**src/rtl/cmdval_pkg.sv**
```systemverilog
package cmdval_pkg;
  localparam int CMD_W   = 8;
  localparam int FEAT_W  = 2;
  localparam int SENSE_W = 3;

  localparam int FEAT_BUF = 0;
  localparam int FEAT_KBD = 1;

  localparam int CAUSE_INVALID = 0;
  localparam int CAUSE_FEATURE = 1;
  localparam int CAUSE_REGEN   = 2;

  typedef struct packed {
    logic              known;
    logic              test_io;
    logic              no_data;
    logic [FEAT_W-1:0] needs;
    logic              regen_blocked;
  } cmd_info_t;

  function automatic cmd_info_t decode_cmd(input logic [CMD_W-1:0] c);
    cmd_info_t r;
    r = '0;
    r.known = 1'b1;
    case (c)
      8'h00: begin r.test_io = 1'b1; r.no_data = 1'b1; end
      8'h01: ;
      8'h02: begin r.needs[FEAT_BUF] = 1'b1; r.regen_blocked = 1'b1; end
      8'h03: r.no_data = 1'b1;
      8'h04: ;
      8'h05: begin r.needs[FEAT_BUF] = 1'b1; r.regen_blocked = 1'b1; end
      8'h06: begin r.needs[FEAT_BUF] = 1'b1; r.regen_blocked = 1'b1; end
      8'h09: r.needs[FEAT_KBD] = 1'b1;
      8'h0A: r.needs[FEAT_KBD] = 1'b1;
      8'h0B: r.no_data = 1'b1;
      8'h0F: begin r.needs[FEAT_BUF] = 1'b1; r.no_data = 1'b1; end
      8'h13: begin r.needs[FEAT_BUF] = 1'b1; r.no_data = 1'b1; end
      default: r.known = 1'b0;
    endcase
    return r;
  endfunction

  function automatic logic [7:0] build_status(input logic uc, input logic busy,
                                              input int uc_bit, input int busy_bit);
    logic [7:0] s;
    s = '0;
    s[uc_bit]   = uc;
    s[busy_bit] = busy;
    return s;
  endfunction
endpackage

```
**src/rtl/cmd_decoder.sv**
```systemverilog
module cmd_decoder
  import cmdval_pkg::*;
#(
  parameter int W = CMD_W
) (
  input  logic [W-1:0] cmd_byte,
  output cmd_info_t    info
);
  always_comb info = decode_cmd(cmd_byte);
endmodule

```
**src/rtl/reject_eval.sv**
```systemverilog
module reject_eval
  import cmdval_pkg::*;
#(
  parameter int NF = FEAT_W,
  parameter int NS = SENSE_W
) (
  input  logic          clk,
  input  logic          rst_n,
  input  logic          cmd_sample,
  input  cmd_info_t     info,
  input  logic [NF-1:0] feat_present,
  input  logic          regen_busy,
  output logic [NS-1:0] causes
);
  logic invalid_w, feat_miss_w, regen_hit_w;

  assign invalid_w   = !info.known;
  assign feat_miss_w = info.known && |(info.needs & ~feat_present);
  assign regen_hit_w = info.known && info.regen_blocked && regen_busy;

  always_comb begin
    causes = '0;
    causes[CAUSE_INVALID] = invalid_w;
    causes[CAUSE_FEATURE] = feat_miss_w;
    causes[CAUSE_REGEN]   = regen_hit_w;
  end


  test_io_no_cause_chk: assert property (@(posedge clk) disable iff (!rst_n)
    (cmd_sample && info.test_io) |-> (causes == '0));

  invalid_alone_chk: assert property (@(posedge clk) disable iff (!rst_n)
    (cmd_sample && causes[CAUSE_INVALID]) |-> ($countones(causes) == 1));
endmodule

```
**src/rtl/sense_store.sv**
```systemverilog
module sense_store
  import cmdval_pkg::*;
#(
  parameter int NS = SENSE_W
) (
  input  logic          clk,
  input  logic          rst_n,
  input  logic          cmd_sample,
  input  logic          sense_clr,
  input  logic          tio_clear,
  input  logic [NS-1:0] causes,
  output logic [NS-1:0] sense_q
);
  logic          wipe_w;
  logic [NS-1:0] kept_w;

  assign wipe_w = sense_clr || (cmd_sample && tio_clear);
  assign kept_w = wipe_w ? '0 : sense_q;

  always_ff @(posedge clk or negedge rst_n) begin
    if (!rst_n) sense_q <= '0;
    else        sense_q <= kept_w | (cmd_sample ? causes : '0);
  end


  sense_hold_chk: assert property (@(posedge clk) disable iff (!rst_n)
    (!cmd_sample && !sense_clr) |=> $stable(sense_q));

  tio_wipe_chk: assert property (@(posedge clk) disable iff (!rst_n)
    (cmd_sample && tio_clear) |=> (sense_q == '0));
endmodule

```
**src/rtl/cmd_validator.sv**
```systemverilog
module cmd_validator
  import cmdval_pkg::*;
#(
  parameter int CW       = CMD_W,
  parameter int NF       = FEAT_W,
  parameter int NS       = SENSE_W,
  parameter int UC_BIT   = 6,
  parameter int BUSY_BIT = 4
) (
  input  logic          clk,
  input  logic          rst_n,
  input  logic [CW-1:0] cmd_byte,
  input  logic          cmd_sample,
  input  logic [NF-1:0] feat_present,
  input  logic          regen_busy,
  input  logic          sense_clr,
  output logic          cmd_accept,
  output logic          unit_check,
  output logic          no_data,
  output logic [7:0]    status_byte,
  output logic [NS-1:0] sense_bits
);
  cmd_info_t     info_w;
  logic [NS-1:0] causes_w;
  logic          reject_w;

  cmd_decoder #(.W(CW)) u_dec (.cmd_byte(cmd_byte), .info(info_w));

  reject_eval #(.NF(NF), .NS(NS)) u_rej (
    .clk(clk), .rst_n(rst_n), .cmd_sample(cmd_sample), .info(info_w),
    .feat_present(feat_present), .regen_busy(regen_busy), .causes(causes_w));

  sense_store #(.NS(NS)) u_sense (
    .clk(clk), .rst_n(rst_n), .cmd_sample(cmd_sample), .sense_clr(sense_clr),
    .tio_clear(info_w.test_io), .causes(causes_w), .sense_q(sense_bits));

  assign reject_w = |causes_w;

  always_ff @(posedge clk or negedge rst_n) begin
    if (!rst_n) begin
      cmd_accept  <= 1'b0;
      unit_check  <= 1'b0;
      no_data     <= 1'b0;
      status_byte <= '0;
    end else if (cmd_sample) begin
      cmd_accept  <= !reject_w;
      unit_check  <= reject_w;
      no_data     <= info_w.no_data && !reject_w;
      status_byte <= build_status(reject_w, info_w.test_io && regen_busy, UC_BIT, BUSY_BIT);
    end
  end


  outcome_hold_chk: assert property (@(posedge clk) disable iff (!rst_n)
    !cmd_sample |=> $stable({cmd_accept, unit_check, no_data, status_byte}));

  reject_records_chk: assert property (@(posedge clk) disable iff (!rst_n)
    (cmd_sample && reject_w) |=> (unit_check && !cmd_accept && sense_bits != '0));

  no_data_accept_chk: assert property (@(posedge clk) disable iff (!rst_n)
    no_data |-> cmd_accept);

  tio_accept_chk: assert property (@(posedge clk) disable iff (!rst_n)
    (cmd_sample && info_w.test_io) |=> (cmd_accept && !unit_check && sense_bits == '0));
endmodule

```
**config.mk**
```make
export PLATFORM = sky130hd
export DESIGN_NAME = cmd_validator
export DESIGN_NICKNAME = d
export VERILOG_FILES = /design/src/rtl/cmdval_pkg.sv /design/src/rtl/cmd_decoder.sv /design/src/rtl/reject_eval.sv /design/src/rtl/sense_store.sv /design/src/rtl/cmd_validator.sv
export SDC_FILE = /design/constraint.sdc
export NUM_CORES = 1
export LEC_CHECK = 0
export BUFFER_PORTS_ARGS = -buffer_cell sky130_fd_sc_hd__buf_4
export CELL_PAD_IN_SITES_DETAIL_PLACEMENT = 1
export CELL_PAD_IN_SITES_GLOBAL_PLACEMENT = 2
export CORE_AREA = 5 5 56 58
export DETAILED_ROUTE_END_ITERATION = 8
export DIE_AREA = 0 0 61 63
export PLACE_DENSITY = 0.86
export SETUP_SLACK_MARGIN = 0.4
export SYNTH_ARGS = -nofsm -noshare
export SYNTH_HDL_FRONTEND = slang
export SYNTH_SLANG_ARGS = --single-unit
```
**constraint.sdc**
```tcl
create_clock -name clk -period 0.8 [get_ports clk]
set_input_delay 0.16 -clock clk [delete_from_list [all_inputs] [get_ports clk]]
set_output_delay 0.16 -clock clk [all_outputs]
set_load 0.005 [all_outputs]
```
**After elaboration in Yosys (flattened, before gate mapping)**

Cells that the tools add are included.

- Equal/unequal tests: 11
- Mux-type cells: 8
- Bitwise logic cells: 3
- Reductions and logical operators: 17

Operator list:

| kind | count |
|---|---|
| $eq 8x4->1 const B | 4 |
| $eq 8x3->1 const B | 3 |
| $eq 8x2->1 const B | 2 |
| $reduce_or 12->1 | 1 |
| $reduce_or 5->1 | 2 |
| $eq 8x1->1 const B | 1 |
| $eq 8x5->1 const B | 1 |
| $logic_not 8->1 | 1 |
| $logic_and 1x1->1 | 6 |
| $mux 1 | 6 |
| $mux 3 | 2 |
| $reduce_or 3->1 | 2 |
| $reduce_or 2->1 | 2 |
| $or 3x3->3 | 1 |
| $and 2x2->2 | 1 |
| $logic_not 1->1 | 2 |
| $not 2->2 | 1 |
| $logic_or 1x1->1 | 1 |

- Output and inout bits: 14
- Logic and storage cells: 44
- Input port bits: 15
- Register bits: 8

**Depth between registers and ports, before layout**

- Depth after elaboration: 9
- Mapped depth: 5
- Mapped depth without buffers: 4

**By module**

Synthesis repeated with hierarchy kept, for this count alone.

- Cell total of the unflattened synthesis: 65
- Area total of the unflattened synthesis: 595.6 sq um

By module, submodules not included:

| module | instances | area an instance (sq um) | cells an instance | seq. area each (sq um) |
|---|---|---|---|---|
| cmd_validator | 1 | 219.0 | 21 | 100.1 |
| cmd_decoder | 1 | 212.7 | 29 | 0.0 |
| sense_store | 1 | 110.1 | 7 | 75.1 |
| reject_eval | 1 | 53.8 | 8 | 0.0 |

**Worst setup path before layout**

Ideal clock, no wire load.

- Kind: input to register
- Start point: input cmd_byte[7]
- End point: register u_sense.sense_q[0]
- Arrival time: 1113 ps
- Library setup time: 122 ps
- Stages: 3
- Required time: 678 ps
- Path slack: -435 ps
- Path buffers: 0
- Path through: or3_1 -> or3_1 -> a32o_1

- Cells in the longest elaborated chain, start to end: 6
- Elaborated cells between the ends (all ways): 21
- Those cells by class: 11 x eq/ne; 4 x mux; 1 x bitwise; 5 x reduce/logical

Ends and longest elaborated chain:

| element | RTL line | text |
|---|---|---|
| start: declaration | cmd_validator.sv:12 | `input logic [CW-1:0] cmd_byte,` |
| $eq 8x1->1, or another cell as far along | cmdval_pkg.sv:25 | `case (c)` |
| $reduce_or 12->1 (no line) or $mux 1 (tied branches) | - |  |
| $mux 1 or $logic_and 1x1->1 (tied branches) | cmdval_pkg.sv:25, sense_store.sv:17 |  |
| $logic_not 1->1 or $logic_or 1x1->1 (tied branches) | reject_eval.sv:17, sense_store.sv:17 |  |
| $mux 3, on equally long branches | sense_store.sv:22, sense_store.sv:18 |  |
| $or 3x3->3 (*) | sense_store.sv:22 | `else sense_q <= kept_w \| (cmd_sample ? causes : '0);` |
| end signal: assignment | sense_store.sv:22 |  |
| end: declaration | sense_store.sv:12 | `output logic [NS-1:0] sense_q` |

Every way passes the cells marked *; elsewhere a longest branch is shown, timed or not.
A chain may end at the register's enable or synchronous reset.

**Worst setup path after layout**

- Start point: input cmd_byte[2]
- End point: register status_byte[6]

- Cells in the longest elaborated chain, start to end: 7
- Elaborated cells between the ends (all ways): 27
- Those cells by class: 11 x eq/ne; 4 x mux; 1 x bitwise; 11 x reduce/logical

Ends and longest elaborated chain:

| element | RTL line | text |
|---|---|---|
| $eq 8x2->1, or another cell as far along | cmdval_pkg.sv:25 |  |
| $reduce_or 5->1 (no line) or $reduce_or 2->1 (tied branches) | - |  |
| $mux 1 | cmdval_pkg.sv:25 |  |
| $and 2x2->2 | reject_eval.sv:18 | `assign feat_miss_w = info.known && \|(info.needs & ~feat_present);` |
| $reduce_or 2->1 | reject_eval.sv:18 |  |
| $logic_and 1x1->1 | reject_eval.sv:18 |  |
| $reduce_or 3->1 (*) | cmd_validator.sv:37 | `assign reject_w = \|causes_w;` |
| end signal: assignment | cmd_validator.sv:49 | `status_byte <= build_status(reject_w, info_w.test_io && regen_busy, UC_BIT, BUSY_BIT);` |
| end: declaration | cmd_validator.sv:20 | `output logic [7:0] status_byte,` |

Marks and branches as above.

==> results.cfg <==
[sta]
setup_violations = 15
setup_ws_ns = -0.312
fin_skew_ns = 0
fin_crit_ns = 1.11
rsz0062_at_grt = true
hold_ws_ns = 0.213
fmax_mhz = 900
period_share_pct = 139
finalSetupTns_ns = -2.64
drv_slew = 0
hold_viol_final = 0

[setup_path]
crit_chain = buf_8, buf_4, inv_1, a21oi_2, o311a_1, o32a_1
crit_required_ns = 0.94
cpMaxStageDelayCell = o311a_1
path_max_fanout = 4
critPathLaunchType = input port
path_buf_inv = 3
path_class = in2reg
arrival_ns = 1.25
max_stage_delay_ns = 0.34
crit_family = compound AO/OA/AOI/OAI gates
worstSetupStartpoint = cmd_byte[2]
r2r_start = no_data$_DFFE_PN0P_
endpoint_kind = flop

[routing]
routedWlPerCell_microns = 15.4
dr.max_layer_used = met3
drt_iter0_markers = 8
antenna_left = 0
wl_met2_microns = 1290
dr_wl_met3_microns = 99
routed_wl_microns = 2250
drt_drc_violations_left = 0
num_vias = 699
firstDrtPassIters = 4
vias_per_cell = 4.79
drt-met1-wl_microns = 863

[synthesis]
synth_warnings = 0
synth_top_area_share_pct = 29.3
synth_area_sq_um = 598
synth.largest_area_cell = dfrtp_1
ys_seq_elements = 7
synth-seq-area-share_pct = 29.3
synth_common_cells = buf_4 (7), dfrtp_1 (7), inv_1 (6), nor3_1 (5), a32o_1 (3)
netlist_instances = 68
synth-edff-count = 0
synth_area_per_cell_sq_um = 8.80
synthTopCellsByArea = dfrtp_1 (29%), buf_4 (8.8%), a32o_1 (5.0%), nor3_1 (4.2%), buf_6 (3.8%)
synth_flop_cell = dfrtp_1
async_flop_share_pct = 100
ys_types = 35

[placed_design]
dp_slack_ns = -0.609
hpwl_microns = 1630
gp_congestion = 0.773
numPortBuffers = 22

[cells_and_area]
antenna_cells = 0
fillCellCount = 310
drive_above_1_share_pct = 57.4
fin_util_pct = 42.8
layout.nets = 131
areaGrowthSynthToFinish_pct = 87.2

[global_routing]
grt_max_degree = 11
grt.overflow.total = 0
grt_pass1_vias = 722
grt_usage_pct = 11.9
antenna_found_initial = 0
grt_pass1_wl_microns = 3480

[power_and_ir_drop]
total_leakage_power_nw = 0.504
p_seq_share_pct = 34.0
pwr-share-comb_pct = 34.9
power.share.clock_pct = 31.1
switchingPower_w = 0.000326
netSwitchingFraction_pct = 29.7
intPower_w = 0.000769
power_density_nw_per_um2 = 978
max-vdd-ir-drop_mv = 0.741

[floorplan]
initial_core_util_pct = 22.9
die_y_microns = 63
io_pins = 29
core_area_sq_um = 2620
die_area_sq_um = 3840
die_w_microns = 61
rows = 19

[outcome]
violations = negative setup slack
status = finished, violations left

[clocking]
clkLatencyLatePin_ns = 0.25
cts_buffer_depth = 2
root_buffer = clkbuf_4
cts_tree = done
cts_sinks = 7
cts_buffers = 3
cts_max_level = 1
clkSlewWorstSetupHoldPaths_ns = 0.05

[worst_hold_path]
hold_path.class = in2reg
worstHoldStart = cmd_sample

[flow_run]
drv_cap = 0
==> final cells by class <==
type	instances	area (sq um)	share of cell area, %
clock buffer	4	26.3	2.35
inverter	6	22.5	2.01
multi-input combinational	48	407	36.3
sequential	7	175	15.6
tap	31	38.8	3.46
timing repair buffer	50	450	40.2
==> stage by stage <==
step                power, W  cell area (sq um)  cells
global placement    0.000653                860    131
CTS                  0.00106               1050    144
finish               0.00109               1120    146
detailed placement  0.000664                860    131
floorplan           0.000528                627     73
global route         0.00116               1120    146
==> worst reg2reg max path, stage by stage, from the launching register on <==
cell and delay [ns]:
dfrtp_1 0.39, buf_4 0.14, buf_4 0.13, o2bb2ai_4 0.11
==> registers in the layout (all words and copies together), names as in the netlist <==
signal           count
u_sense.sense_q      3
status_byte          2
no_data              1
cmd_accept           1
==> layout by cell type (no fill, tap or decap), types with 2 or more instances in the layout <==
| master | netlist | layout |
|---|---|---|
| buf_4 | 7 | 33 |
| buf_6 | 2 | 14 |
| dfrtp_1 | 7 | 7 |
| inv_1 | 6 | 6 |
| conb_1 | 1 | 6 |
| nor3_1 | 5 | 3 |
| o21ai_1 | 1 | 3 |
| a32o_1 | 3 | 3 |
| clkbuf_4 | 0 | 3 |
| and3b_1 | 2 | 2 |
| nor2b_1 | 2 | 2 |
| o211ai_1 | 2 | 2 |
| o2111ai_2 | 1 | 2 |
| a21oi_2 | 1 | 2 |
| or3_4 | 0 | 2 |
| a22o_1 | 2 | 2 |
| nand4_1 | 2 | 2 |
==> final timing paths <==
check,cells after the start,end,slack (ns)
worst max-delay path,6,status_byte[6]$_DFFE_PN0P_,-0.31
worst min-delay path,3,no_data$_DFFE_PN0P_,0.21
worst max register to register,3,no_data$_DFFE_PN0P_,-0.08
worst min register to register,1,u_sense.sense_q[0]$_DFF_PN0_,0.54
max in group asynchronous,2,no_data$_DFFE_PN0P_,0.42
min in group asynchronous,2,status_byte[4]$_DFFE_PN0P_,0.26
==> metal layers <==
layer  global-route usage, %  vias to the layer above
met4                    3.25                        0
met5                       0                        -
met1                    13.8                      340
met3                    2.69                        0
li1                        -                      338
met2                    21.1                       21
==> kinds of logic after synthesis <==
group                  synth area share (%)
multiplexers                           1.67
other                                 0.627
flip-flops                             29.3
buffers and inverters                  18.6
AO/OA/AOI/OAI                          28.0
AND/OR/NAND/NOR                        21.8
==> power by group through the flow <==
stage	combinational [W]	sequential, W	clock (W)
finish	0.000382	0.000372	0.000341
global route	0.000408	0.000373	0.000375
CTS	0.000345	0.000372	0.000344
detailed placement	0.000288	0.000377	0
global placement	0.000276	0.000377	0
floorplan	0.000151	0.000377	0
==> timing repair <==
action / CTS / global route
resized for setup: 24 / 12
setup buffers: 8 / 2
setup endpoints to repair: 15 / 22
pin swaps: 11 / 5
cloned: 0 / 0
hold buffers: 1 / 0
hold endpoints to repair: 7 / 0
(Power assumes the default switching activity.)
